--- config.mk ---
export PLATFORM = sky130hd
export DESIGN_NAME = irtx_frame_end
export DESIGN_NICKNAME = d
export VERILOG_FILES = /design/src/rtl/irtx_frame_end.sv
export SDC_FILE = /design/constraint.sdc
export NUM_CORES = 1
export LEC_CHECK = 0
export ABC_AREA = 1
export BUFFER_PORTS_ARGS = -buffer_cell sky130_fd_sc_hd__buf_2
export CORE_MARGIN = 5
export CORE_UTILIZATION = 55
export CTS_BUF_LIST = sky130_fd_sc_hd__clkbuf_8
export CTS_CLUSTER_DIAMETER = 60
export DETAILED_ROUTE_END_ITERATION = 16
export PLACE_DENSITY_LB_ADDON = 0.1
export SKIP_LAST_GASP = 1
export SLEW_MARGIN = 30
export SYNTH_ARGS = -nofsm -noshare
export SYNTH_HDL_FRONTEND = slang
export SYNTH_SLANG_ARGS = --single-unit
--- constraint.sdc ---
create_clock -name clk -period 4.6 [get_ports clk]
set_input_delay 0.46 -clock clk [delete_from_list [all_inputs] [get_ports clk]]
set_output_delay 0.46 -clock clk [all_outputs]
set_load 0.02 [all_outputs]
--- src/rtl/irtx_frame_end.sv ---
module irtx_frame_end #(
  parameter int LEN_W = 12,
  parameter int OCC_W = 5
) (
  input  logic             clk,
  input  logic             rst_n,
  input  logic             mode_cir,
  input  logic             len_mode,
  input  logic             halt_en,
  input  logic [LEN_W-1:0] frame_len,
  input  logic             fifo_wr,
  input  logic             fifo_empty,
  input  logic             byte_sent,
  input  logic             eot_set,
  input  logic             halt_clr,
  input  logic             urun_clr,
  output logic             eot_armed,
  output logic             eof_req,
  output logic             stop_req,
  output logic             halted,
  output logic             underrun,
  output logic             tx_en
);

  logic [OCC_W-1:0] occ, tag_pos;
  logic [LEN_W-1:0] cnt;
  logic             in_frame;

  wire             tag_wr   = fifo_wr & eot_armed;
  wire             tag_hit  = byte_sent && (tag_pos == OCC_W'(1));
  wire [LEN_W-1:0] cur      = in_frame ? cnt : frame_len;
  wire             cnt_hit  = byte_sent && len_mode && (cur == LEN_W'(1));
  wire             end_hit  = tag_hit | cnt_hit;
  wire             urun_hit = mode_cir & byte_sent & fifo_empty & ~end_hit;

  assign tx_en = ~halted & ~underrun;

  always_ff @(posedge clk) begin
    if (!rst_n) begin
      eot_armed <= 1'b0;
      occ       <= '0;
      tag_pos   <= '0;
      cnt       <= '0;
      in_frame  <= 1'b0;
      eof_req   <= 1'b0;
      stop_req  <= 1'b0;
      halted    <= 1'b0;
      underrun  <= 1'b0;
    end else begin
      eot_armed <= eot_set | (eot_armed & ~fifo_wr);
      occ       <= occ + OCC_W'(fifo_wr) - OCC_W'(byte_sent);
      if (tag_wr)
        tag_pos <= occ - OCC_W'(byte_sent) + OCC_W'(1);
      else if (byte_sent && tag_pos != '0)
        tag_pos <= tag_pos - OCC_W'(1);
      if (byte_sent) begin
        if (end_hit || urun_hit) begin
          in_frame <= 1'b0;
        end else begin
          in_frame <= 1'b1;
          cnt      <= cur - LEN_W'(1);
        end
      end
      eof_req  <= end_hit & ~mode_cir;
      stop_req <= end_hit & mode_cir;
      halted   <= (halt_en & cnt_hit & ~mode_cir) | (halted & ~halt_clr);
      underrun <= urun_hit | (underrun & ~urun_clr);
    end
  end

  p_armed_clear_r2: assert property (@(posedge clk) disable iff (!rst_n)
    fifo_wr && !eot_set |=> !eot_armed);
  p_eof_cause_r3: assert property (@(posedge clk) disable iff (!rst_n)
    eof_req |-> $past(byte_sent) && !$past(mode_cir));
  p_halt_hold_r7: assert property (@(posedge clk) disable iff (!rst_n)
    halted && !halt_clr |=> halted);
  p_urun_hold_r8: assert property (@(posedge clk) disable iff (!rst_n)
    underrun && !urun_clr |=> underrun);
  p_stop_no_urun_r9: assert property (@(posedge clk) disable iff (!rst_n)
    stop_req |-> !$rose(underrun));
  p_req_excl_r5: assert property (@(posedge clk) disable iff (!rst_n)
    !(eof_req && stop_req));

endmodule

==> flow_summary.json <==
{
  "grt_antenna_before_repair": 0,
  "grt_usage": 0.1683,
  "ff2ff_path_depth": 14,
  "dpl.hpwl_um": 3266,
  "slew_viol_final": 0,
  "first_global_vias": 1749,
  "rsz0062_at_grt": "false",
  "fin_ws_ns": 2.220,
  "yosysMostFrequentCell": "nand2_1",
  "drt_first_pass_iters": 4,
  "syn2layout_area_growth_pct": 9.597,
  "cts-root-buf": "clkbuf_8",
  "hp-class": "in -> reg",
  "synth_ff_type": "dfxtp_1",
  "n_antenna_cell": 0,
  "total_leakage_power_nw": 1.283,
  "io_pins": 29,
  "outcome": "finished, final reports clean",
  "antenna_left": 0,
  "r2r_setup_slack_ns": 2.22,
  "core_um2": 3689,
  "synth-edff-count": 0,
  "crit_chain": "inv_8, nand2_1, nand2_2, inv_1, ha_1, nand2_1, nor2_1, nand2_2, nor2_4, nand3_4, nand3_4, nand2_1, nand2_1, nor2_1",
  "cap_violations": 0,
  "synthTopCellsByArea": "dfxtp_1, nand2_1, inv_1, nor2_1, ha_1",
  "crit_fanout": 24,
  "cts_setup_buffers": 0,
  "power_per_cell_area_nw_per_um2": 370.4,
  "fin_crit_sh": 0.5174,
  "grt_max_degree": 25,
  "synth_top_area_share": 0.2654,
  "placementRows": 22,
  "wl_per_cell_um": 10.06,
  "min_period_ns": 2.380,
  "start_util": 0.5726,
  "finalSetupTns_ns": 0,
  "critPathSlowestCell": "dfxtp_1",
  "cts_buffers": 3,
  "hold_viol": 0,
  "dp_slack_ns": 2.241,
  "die_width_um": 71.97,
  "worst-slew-pin-transition_ns": 0.7829,
  "ys_seq_elements": 28,
  "synth.distinct_cells": 30,
  "netlist_area_um2": 2112,
  "clk_pin_slew_ns": 0.09,
  "die_height_um": 71.97,
  "cts_buffer_depth": 2,
  "slew_headroom": 0.4774,
  "drt_iter0_drc": 78,
  "drive_above_1_share": 0.1489,
  "via_per_inst": 4.743,
  "cts_hold_buffers": 0,
  "rr_startpoint": "in_frame$_SDFFE_PN0P_",
  "critPathRequiredTime_ns": 4.78,
  "grt_pass1_wl_um": 7127,
  "hold_slack_ns": 0.3413,
  "yosysTopAreaCell": "dfxtp_1",
  "htree_num_levels": 1,
  "fin_worst_skew_ns": 0.002545,
  "yosys_warnings": 0,
  "ctsResizeCount": 0,
  "hp-start": "mode_cir",
  "arrival_ns": 2.56,
  "reg2reg_to": "cnt[11]$_SDFFE_PN0P_",
  "cts_tree": "done",
  "gp_congestion": 0.8610,
  "dieArea_um2": 5180,
  "synth-async-reset-ratio": 0,
  "syn_inst": 331,
  "clock_sinks": 28,
  "cp-start-kind": "register",
  "whs_endpoint": "eof_req$_SDFF_PN0_",
  "cp_slowest_stage_delay_ns": 0.84,
  "drcViolationCount": 0,
  "path_class": "reg -> reg",
  "cp_common_cell": "nand2_1",
  "whs_path_depth": 2,
  "cp-end-kind": "register",
  "max_freq_mhz": 420.2,
  "fin_util": 0.6275,
  "postSynthAreaPerCell_um2": 6.381,
  "port-buffer-count": 28,
  "vias": 1916,
  "total_power_mw": 0.8574,
  "fin_nets": 395,
  "peakVddDrop_mv": 0.2462,
  "setup_viol": 0,
  "synth_nets": 369,
  "wl_um": 4066,
  "yosysSeqAreaShare": 0.2654,
  "worst_skew_pair.late_latency_ns": 0.28,
  "grt_remaining_overflow": 0,
  "yosys-top-cells-count": "nand2_1, inv_1, nor2_1"
}
-- placed cells by master, fill, tap and decap left out, drive strengths merged --
cell type / n
xnor2: 3
o21ai: 9
clkbuf: 3
nand3: 11
nand2: 116
bufinv: 1
dfxtp: 28
and2: 1
a31oi: 2
nor2: 52
o31ai: 1
nand4: 5
o22ai: 1
nor3b: 1
ha: 14
a211oi: 1
buf: 28
inv: 59
fa: 1
a21oi: 12
xor2: 6
o21bai: 1
-- where the power goes --
| part | internal [mW] | switching [mW] |
|---|---|---|
| Clock | 0.117 | 0.0763 |
| Sequential | 0.284 | 0.0318 |
| Combinational | 0.136 | 0.213 |
| Total | 0.537 | 0.321 |
-- through the flow --
step | instance area [um^2] | cells
2_1_floorplan | 2112 | 331
3_3_place_gp | 2243 | 400
3_5_place_dp | 2243 | 400
4_1_cts | 2315 | 404
5_1_grt | 2315 | 404
6_report | 2315 | 404
-- sequential cells by signal, summed over array words and instances (netlist names) --
| signal | flops |
|---|---|
| occ | 5 |
| cnt | 12 |
| eof_req | 1 |
| tag_pos | 5 |
| halted | 1 |
| stop_req | 1 |
| eot_armed | 1 |
| underrun | 1 |
| in_frame | 1 |
-- cell families (layout without fill, tap and decap cells) --
family / after synthesis / in the layout / synth area share
simple gates: 186 / 186 / 0.3945
buf+inv: 66 / 91 / 0.1410
flops: 28 / 28 / 0.2654
compound gates: 27 / 27 / 0.06932
fa+ha+maj: 15 / 15 / 0.09242
xor+xnor: 9 / 9 / 0.03732
-- worst max-delay path, delay by kind of cell (launching register included) --
| family | cells | cell delay [ns] |
|---|---|---|
| flops | 1 | 0.84 |
| buf+inv | 2 | 0.19 |
| simple gates | 11 | 1.11 |
| fa+ha+maj | 1 | 0.14 |
-- layout make-up --
type                            instances  area [um^2]
Fill cell                             361         1374
Multi-Input combinational cell        237         1254
Sequential cell                        28        560.5
Inverter                               59        229.0
Timing Repair Buffer                   28        140.1
Tap cell                               48        60.06
Clock buffer                            3        41.29
Clock inverter                          1        30.03
-- layer usage --
metal	vias up	wire, um	GRT usage
met1	839	1842	0.1959
met2	22	2034	0.3143
li1	1049	-	-
met4	0	59	0.05010
met5	-	0	0
met3	6	130	0.02632
-- worst max-delay path by stage --
stage                     startpoint                   end
3_5_place_dp   in_frame$_SDFFE_PN0P_  cnt[11]$_SDFFE_PN0P_
5_1_grt        in_frame$_SDFFE_PN0P_  cnt[10]$_SDFFE_PN0P_
2_1_floorplan              byte_sent     occ[4]$_SDFF_PN0_
3_3_place_gp   in_frame$_SDFFE_PN0P_  cnt[11]$_SDFFE_PN0P_
6_report       in_frame$_SDFFE_PN0P_  cnt[11]$_SDFFE_PN0P_
4_1_cts        in_frame$_SDFFE_PN0P_  cnt[11]$_SDFFE_PN0P_
No activity file was read; power rests on OpenSTA's default activity.
